[src/rtl/amp_ctl_pkg.sv]
package amp_ctl_pkg;
  localparam int MODE_W = 3;

  typedef logic [MODE_W-1:0] mode_t;

  typedef struct packed {
    logic shutdown;
    logic spk_en;
    logic spk_mute;
    logic hs_en;
    logic hs_phone;
    logic hs_line;
  } route_t;
endpackage

[src/rtl/amp_in_sync.sv]
module amp_in_sync #(
  parameter int W      = 3,
  parameter int STAGES = 2
) (
  input  logic         clk,
  input  logic         rst_n,
  input  logic [W-1:0] async_i,
  output logic [W-1:0] sync_o,
  output logic [W-1:0] prev_o
);
  logic [W-1:0] stg_q [STAGES];
  logic [W-1:0] prev_q;

  for (genvar s = 0; s < STAGES; s++) begin : g_stage
    always_ff @(posedge clk or negedge rst_n) begin
      if (!rst_n) begin
        stg_q[s] <= '0;
      end else begin
        stg_q[s] <= (s == 0) ? async_i : stg_q[(s == 0) ? 0 : s - 1];
      end
    end
  end

  always_ff @(posedge clk or negedge rst_n) begin
    if (!rst_n) begin
      prev_q <= '0;
    end else begin
      prev_q <= stg_q[STAGES-1];
    end
  end

  assign sync_o = stg_q[STAGES-1];
  assign prev_o = prev_q;
endmodule

[src/rtl/amp_frame_shift.sv]
module amp_frame_shift #(
  parameter int WORD_W = 8
) (
  input  logic              clk,
  input  logic              rst_n,
  input  logic              en_lvl,
  input  logic              en_rise,
  input  logic              sclk_rise,
  input  logic              dat,
  output logic [WORD_W-1:0] word_o,
  output logic              full_o
);
  localparam int CNT_W = $clog2(WORD_W + 1);
  localparam logic [CNT_W-1:0] CNT_FULL = CNT_W'(WORD_W);

  logic [CNT_W-1:0]  cnt_q, cnt_d;
  logic [WORD_W-1:0] sh_q, sh_d;
  logic              full;
  logic              step_en;

  assign full    = (cnt_q == CNT_FULL);
  assign step_en = en_rise | (en_lvl & sclk_rise & ~full);

  always_comb begin
    cnt_d = cnt_q;
    sh_d  = sh_q;
    if (en_rise) begin
      cnt_d = '0;
      sh_d  = '0;
    end else if (en_lvl && sclk_rise && !full) begin
      sh_d  = {dat, sh_q[WORD_W-1:1]};
      cnt_d = cnt_q + CNT_W'(1);
    end
  end

  always_ff @(posedge clk or negedge rst_n) begin
    if (!rst_n) begin
      cnt_q <= '0;
      sh_q  <= '0;
    end else if (step_en) begin
      cnt_q <= cnt_d;
      sh_q  <= sh_d;
    end
  end

  assign word_o = sh_q;
  assign full_o = full;


  cnt_limit_chk: assert property (@(posedge clk) disable iff (!rst_n)
    cnt_q <= CNT_FULL);


  cnt_step_chk: assert property (@(posedge clk) disable iff (!rst_n)
    (cnt_q != $past(cnt_q)) |-> (cnt_q == '0 || cnt_q == $past(cnt_q) + CNT_W'(1)));
endmodule

[src/rtl/amp_ctl_decode.sv]
module amp_ctl_decode
  import amp_ctl_pkg::*;
#(
  parameter int GAIN_W        = 5,
  parameter int HDB_W         = 8,
  parameter int LINE_BASE_HDB = -69,
  parameter int STEP_HDB      = 3,
  parameter int PHONE_OFS_HDB = -12
) (
  input  mode_t                    mode,
  input  logic [GAIN_W-1:0]        gain,
  output route_t                   route,
  output logic signed [HDB_W-1:0]  line_hdb,
  output logic signed [HDB_W-1:0]  phone_hdb
);
  always_comb begin
    route.shutdown = (mode == '0);
    route.spk_en   = mode[0];
    route.spk_mute = (mode != '0) & ~mode[0];
    route.hs_phone = mode[1];
    route.hs_line  = mode[2];
    route.hs_en    = mode[1] | mode[2];
  end

  always_comb begin
    line_hdb  = HDB_W'(LINE_BASE_HDB + STEP_HDB * int'(gain));
    phone_hdb = HDB_W'(LINE_BASE_HDB + PHONE_OFS_HDB + STEP_HDB * int'(gain));
  end
endmodule

[src/rtl/amp_serial_ctl.sv]
module amp_serial_ctl
  import amp_ctl_pkg::*;
#(
  parameter int SYNC_STAGES   = 2,
  parameter int GAIN_W        = 5,
  parameter int HDB_W         = 8,
  parameter int LINE_BASE_HDB = -69,
  parameter int STEP_HDB      = 3,
  parameter int PHONE_OFS_HDB = -12
) (
  input  logic                     clk,
  input  logic                     rst_n,
  input  logic                     ser_clk,
  input  logic                     ser_dat,
  input  logic                     ser_en,
  output logic [MODE_W-1:0]        mode_o,
  output logic [GAIN_W-1:0]        gain_o,
  output logic                     upd_o,
  output logic                     shutdown_o,
  output logic                     spk_en_o,
  output logic                     spk_mute_o,
  output logic                     hs_en_o,
  output logic                     hs_phone_sel_o,
  output logic                     hs_line_sel_o,
  output logic signed [HDB_W-1:0]  line_gain_o,
  output logic signed [HDB_W-1:0]  phone_gain_o
);
  localparam int WORD_W = MODE_W + GAIN_W;

  logic [1:0] rst_sync_q;
  logic       rst_int_n;

  always_ff @(posedge clk or negedge rst_n) begin
    if (!rst_n) begin
      rst_sync_q <= '0;
    end else begin
      rst_sync_q <= {rst_sync_q[0], 1'b1};
    end
  end
  assign rst_int_n = rst_sync_q[1];

  // Bit order of the synchronized vector: [0] clock, [1] data, [2] enable.
  logic [2:0] in_sync, in_prev;

  amp_in_sync #(.W(3), .STAGES(SYNC_STAGES)) u_sync (
    .clk     (clk),
    .rst_n   (rst_int_n),
    .async_i ({ser_en, ser_dat, ser_clk}),
    .sync_o  (in_sync),
    .prev_o  (in_prev)
  );

  logic sclk_rise, en_rise, en_fall;
  assign sclk_rise = in_sync[0] & ~in_prev[0];
  assign en_rise   = in_sync[2] & ~in_prev[2];
  assign en_fall   = ~in_sync[2] & in_prev[2];

  logic [WORD_W-1:0] word;
  logic              full;

  amp_frame_shift #(.WORD_W(WORD_W)) u_shift (
    .clk       (clk),
    .rst_n     (rst_int_n),
    .en_lvl    (in_sync[2]),
    .en_rise   (en_rise),
    .sclk_rise (sclk_rise),
    .dat       (in_sync[1]),
    .word_o    (word),
    .full_o    (full)
  );

  logic [WORD_W-1:0] held_q, held_d;
  logic              upd_q, upd_d;
  logic              load;

  assign load = en_fall & full;

  always_comb begin
    held_d = held_q;
    upd_d  = 1'b0;
    if (load) begin
      held_d = word;
      upd_d  = (word != held_q);
    end
  end

  always_ff @(posedge clk or negedge rst_int_n) begin
    if (!rst_int_n) begin
      held_q <= '0;
    end else if (load) begin
      held_q <= held_d;
    end
  end

  always_ff @(posedge clk or negedge rst_int_n) begin
    if (!rst_int_n) begin
      upd_q <= 1'b0;
    end else begin
      upd_q <= upd_d;
    end
  end

  route_t route;

  amp_ctl_decode #(
    .GAIN_W        (GAIN_W),
    .HDB_W         (HDB_W),
    .LINE_BASE_HDB (LINE_BASE_HDB),
    .STEP_HDB      (STEP_HDB),
    .PHONE_OFS_HDB (PHONE_OFS_HDB)
  ) u_decode (
    .mode      (held_q[MODE_W-1:0]),
    .gain      (held_q[WORD_W-1:MODE_W]),
    .route     (route),
    .line_hdb  (line_gain_o),
    .phone_hdb (phone_gain_o)
  );

  assign mode_o         = held_q[MODE_W-1:0];
  assign gain_o         = held_q[WORD_W-1:MODE_W];
  assign upd_o          = upd_q;
  assign shutdown_o     = route.shutdown;
  assign spk_en_o       = route.spk_en;
  assign spk_mute_o     = route.spk_mute;
  assign hs_en_o        = route.hs_en;
  assign hs_phone_sel_o = route.hs_phone;
  assign hs_line_sel_o  = route.hs_line;


  load_needs_full_chk: assert property (@(posedge clk) disable iff (!rst_int_n)
    !$stable(held_q) |-> $past(full));


  held_change_upd_chk: assert property (@(posedge clk) disable iff (!rst_int_n)
    !$stable(held_q) |-> upd_o);


  upd_means_change_chk: assert property (@(posedge clk) disable iff (!rst_int_n)
    upd_o |-> !$stable(held_q));


  spk_excl_chk: assert property (@(posedge clk) disable iff (!rst_int_n)
    !(spk_en_o && spk_mute_o));


  shutdown_quiet_chk: assert property (@(posedge clk) disable iff (!rst_int_n)
    shutdown_o |-> !(spk_en_o || spk_mute_o || hs_en_o));
endmodule

[config.mk]
export PLATFORM = sky130hd
export DESIGN_NAME = amp_serial_ctl
export DESIGN_NICKNAME = d
export VERILOG_FILES = /design/src/rtl/amp_ctl_pkg.sv /design/src/rtl/amp_in_sync.sv /design/src/rtl/amp_frame_shift.sv /design/src/rtl/amp_ctl_decode.sv /design/src/rtl/amp_serial_ctl.sv
export SDC_FILE = /design/constraint.sdc
export NUM_CORES = 1
export LEC_CHECK = 0
export ABC_AREA = 1
export ABC_CLOCK_PERIOD_IN_PS = 3510
export BUFFER_PORTS_ARGS = -buffer_cell sky130_fd_sc_hd__buf_2
export CORE_AREA = 2 2 58 60
export CTS_CLUSTER_DIAMETER = 100
export DETAILED_ROUTE_END_ITERATION = 10
export DIE_AREA = 0 0 60 62
export PLACE_DENSITY = 0.89
export RECOVER_POWER = 25
export SLEW_MARGIN = 20
export SYNTH_ARGS = -nofsm -noshare
export SYNTH_HDL_FRONTEND = slang
export SYNTH_SLANG_ARGS = --single-unit
[constraint.sdc]
create_clock -name clk -period 3.51 [get_ports clk]
set_input_delay 0.351 -clock clk [delete_from_list [all_inputs] [get_ports clk]]
set_output_delay 0.351 -clock clk [all_outputs]
set_load 0.03 [all_outputs]
==> reports/results.txt <==
The flow ran to the end, and the final reports show no timing, DRC or antenna violations. The number of DRC markers after the initial detailed-route iteration was 42; the area of all placed cells without fillers was 0.00198 mm^2. The reported max-cap violation count was 0; the maximum achievable frequency was 364 MHz. The most common cell type on the critical path is sky130_fd_sc_hd__nand2_1.

The worst setup path is launched from a flip-flop. After detailed routing, the met3 layer carries 139 um of wire. Number of diodes added for antenna fixing: 0. In this run the critical register-to-register path is captured at u_shift.word_o[5]$_DFFE_PN0P_. The run gives 5 as the clock buffer count from CTS. Following the worst setup path forward leads to its endpoint at phone_gain_o[5].

The Yosys step of the flow raised 0 warnings. Along the worst path, the maximum fanout reaches 8. Synthesis produced a netlist with a net count of 221. Setup violations remaining at the end of the flow were counted as 0. During I/O placement, the number of pins put on the boundary was 36. The signal on the critical path passes through ha_1, fa_1, nand3_1, nand3_1, nand2_1, nand2_1, nand3b_1, nand2_1, buf_2. The startpoint identified for the worst hold timing path is ser_clk. For this run, the number of standard cells in the final layout without fillers is 288.

The synthesized cell area was 0.00175 mm^2; the final period utilization was 78.3%. The clock latency reported for the late side of the worst-skew pair came out at 0.33 ns. Wires add up to 3040 um. The startpoint identified for the worst register-to-register timing path is u_shift.cnt_q[0]$_DFFE_PN0P_.

Number of buffer cells added on primary ports: 35. The transition time at the pin with the least slew margin was 1.10 ns. For the count of pins over their slew limit, the log shows 0. The tools report the count of endpoints failing hold in the final timing report as 0.

For the via count of the first global-routing pass, the log shows 1222. For this run, the detailed router's first-pass iteration total came to 4. Compared with the post-synthesis result, the final layout area differs by 13.3%.

The worst hold path belongs to the class primary input to flip-flop. After clock tree synthesis, the clock-pin slew on the worst setup and hold paths is 0.09 ns. The critical path is of the flip-flop to output port type. The H-tree was split into 2 levels. The logs give 21 for the number of standard-cell rows in the floorplan and 2.11 ns for the register-to-register path setup slack. The detailed router placed 1385 vias in this run. The HPWL after detailed placement is 2290 um.

The region available for standard cell placement spans 0.00318 mm^2. The number of cells traversed by the worst register-to-register path is 7, and the cell count after synthesis is 207. Of the cells placed in the final design, the portion with a size suffix greater than 1 is 23.1%. The run gives 630 uW as the overall power. Y dimension of the die: 62 um. Timing startpoint of the critical path: held_q[3]$_DFFE_PN0P_. The clock passes through at most 2 buffers.

For this configuration, the core starts out at a cell density of 54.9%. Once detail routing completed, the nets flagged for antenna violations numbered 0. The met1 routed wirelength after detailed routing is 1250 um. The final layout contains 256 nets.

TritonCTS built the clock tree. For the initial antenna violation count, the log shows 0. The number of remaining DRC errors was 0; the detailed-routed wire length on met2 was 1560 um.

Clock tree synthesis found a total of 31 sinks. Post-route setup TNS: 0 ns. The tree is rooted in a sky130_fd_sc_hd__clkbuf_4. The run gives 44.4% as the sequential-to-total area share from yosys stat. The worst-path cell with the longest stage delay was sky130_fd_sc_hd__dfrtp_1. For the worst setup path, the data required time is 3.16 ns.

The floorplan step defined a die boundary enclosing 0.00372 mm^2. For the arrival time of data at the critical path endpoint, the log shows 2.40 ns. The congestion estimate from routability-driven global placement came to 0.745.

Highest metal layer used by the detailed router: met4. Entering global routing, the biggest net connects 30 pins. Across the VDD grid, the largest voltage drop is 0.341 mV. In the global route stage, overall resource usage came out at 18.4%. The worst setup path is captured at an output port. Counting tap cells, the placed design contains a total of 280 instances. The total congestion overflow after global routing is 0, and the horizontal die dimension is 60 um. For this run, the slowest stage of the critical path takes 0.48 ns. The vias per cell was 4.81.

Power spread over the standard cell area amounts to 318 mW/mm^2. Gates resized during post-CTS repair numbered 0. The hold buffer count at cts is 1. After synthesis, the mean cell area works out to 8.44 um^2. The detailed-route wire length per cell was 10.6 um; the post-CTS setup buffer count was 0. Most frequent standard cell in the layout excluding fill and tap cells: sky130_fd_sc_hd__nand2_1. The minimum period implied by the final worst setup slack is 2.75 ns. The first global-routing pass estimated 4910 um of wire. The library cells used most frequently in the layout, excluding fill and tap cells, are sky130_fd_sc_hd__nand2_1, sky130_fd_sc_hd__buf_2, sky130_fd_sc_hd__inv_1, sky130_fd_sc_hd__dfrtp_1, sky130_fd_sc_hd__nor2_1.

The run gives 26.7% as the worst relative slew slack. Timing analysis after detailed placement gives a worst setup slack of 1.14 ns. After synthesis the netlist holds a flip-flop and latch count of 31. Across the routed clock network, the largest skew measured is 0.00836 ns.

Summing all placed instances gives a cell area of 0.00191 mm^2. Setup repair after global routing left no endpoint under its margin. Yosys mapped the design onto 27 distinct sky130hd cell types. Summed over all cells, the static leakage comes to 0.00112 uW. The slack of the critical path was 0.763 ns.
logic make-up after synthesis:
group	synth area share, %
other	0.215
AND/OR/NAND/NOR	24.9
AO/OA/AOI/OAI	6.30
flip-flops	44.4
buffers and inverters	11.2
XOR/XNOR	6.02
adder cells (fa/ha/maj)	6.88
how the worst min path moves through the flow:
| stage | end | slack, ns | depth (start not counted) |
|---|---|---|---|
| after global placement | rst_sync_q[0]$_DFF_PN0_ | 0.14 | 1 |
| after global routing | u_sync.stg_q[5]$_DFF_PN0_ | 0.11 | 1 |
| after CTS | u_sync.stg_q[3]$_DFF_PN0_ | 0.12 | 1 |
| after detailed placement | rst_sync_q[1]$_DFF_PN0_ | 0.14 | 1 |
| after floorplan | rst_sync_q[0]$_DFF_PN0_ | 0.06 | 0 |
| final | u_sync.stg_q[3]$_DFF_PN0_ | 0.13 | 1 |
area by class of cell:
cell class	instances	area (um^2)
Fill cell	273	1200
Inverter	35	131
Clock buffer	6	51.3
Timing Repair Buffer	36	184
Multi-Input combinational cell	133	774
Sequential cell	31	776
Tap cell	46	57.6
Clock inverter	1	5.00
stage by stage:
stage / util (%) / hold WS (ns)
2_1_floorplan: - / 0.0554
3_3_place_gp: 60.2 / 0.138
3_5_place_dp: 60.2 / 0.138
4_1_cts: 62.3 / 0.115
5_1_grt: 62.3 / 0.112
6_report: 62.3 / 0.129
routing by layer:
metal / up-vias / track usage (%)
met2: 36 / 32.6
met5: - / 0
li1: 714 / -
met4: 0 / 11.4
met3: 9 / 4.97
met1: 626 / 19.5
cells in the mapped netlist, drive strengths merged:
cell type / instances / area, um^2
a21oi: 9 / 45.0
buf: 8 / 65.1
conb: 1 / 3.75
dfrtp: 31 / 776
fa: 1 / 20.0
ha: 8 / 100
inv: 35 / 131
nand2: 43 / 181
nand3: 17 / 95.1
nand3b: 2 / 27.5
nand4: 5 / 31.3
nor2: 19 / 83.8
nor3: 2 / 10.0
o21ai: 13 / 65.1
or2: 1 / 6.26
xnor2: 6 / 52.6
xor2: 6 / 52.6
sequential cells by signal (all words and copies together) (netlist names):
| register | count |
|---|---|
| held_q | 8 |
| u_shift.word_o | 8 |
| u_shift.cnt_q | 4 |
| u_sync.stg_q | 3 |
| u_sync.sync_o | 3 |
| rst_sync_q | 2 |
| u_sync.prev_o | 2 |
| upd_o | 1 |
power breakdown:
group | leakage (uW) | internal (uW) | switching (uW) | total (uW)
sequential | 0.000407 | 371 | 16.6 | 387
combinational | 0.000675 | 15.6 | 24.8 | 40.3
clock | 0.0000341 | 92.5 | 110 | 203
total | 0.00112 | 479 | 151 | 630
critical path: cells and delay by family (launching register included):
family	cells	cell delay [ns]
AND/OR/NAND/NOR	6	0.68
adder cells (fa/ha/maj)	2	0.71
buffers and inverters	1	0.18
flip-flops	1	0.48
Power figures use the tool's default switching activity.
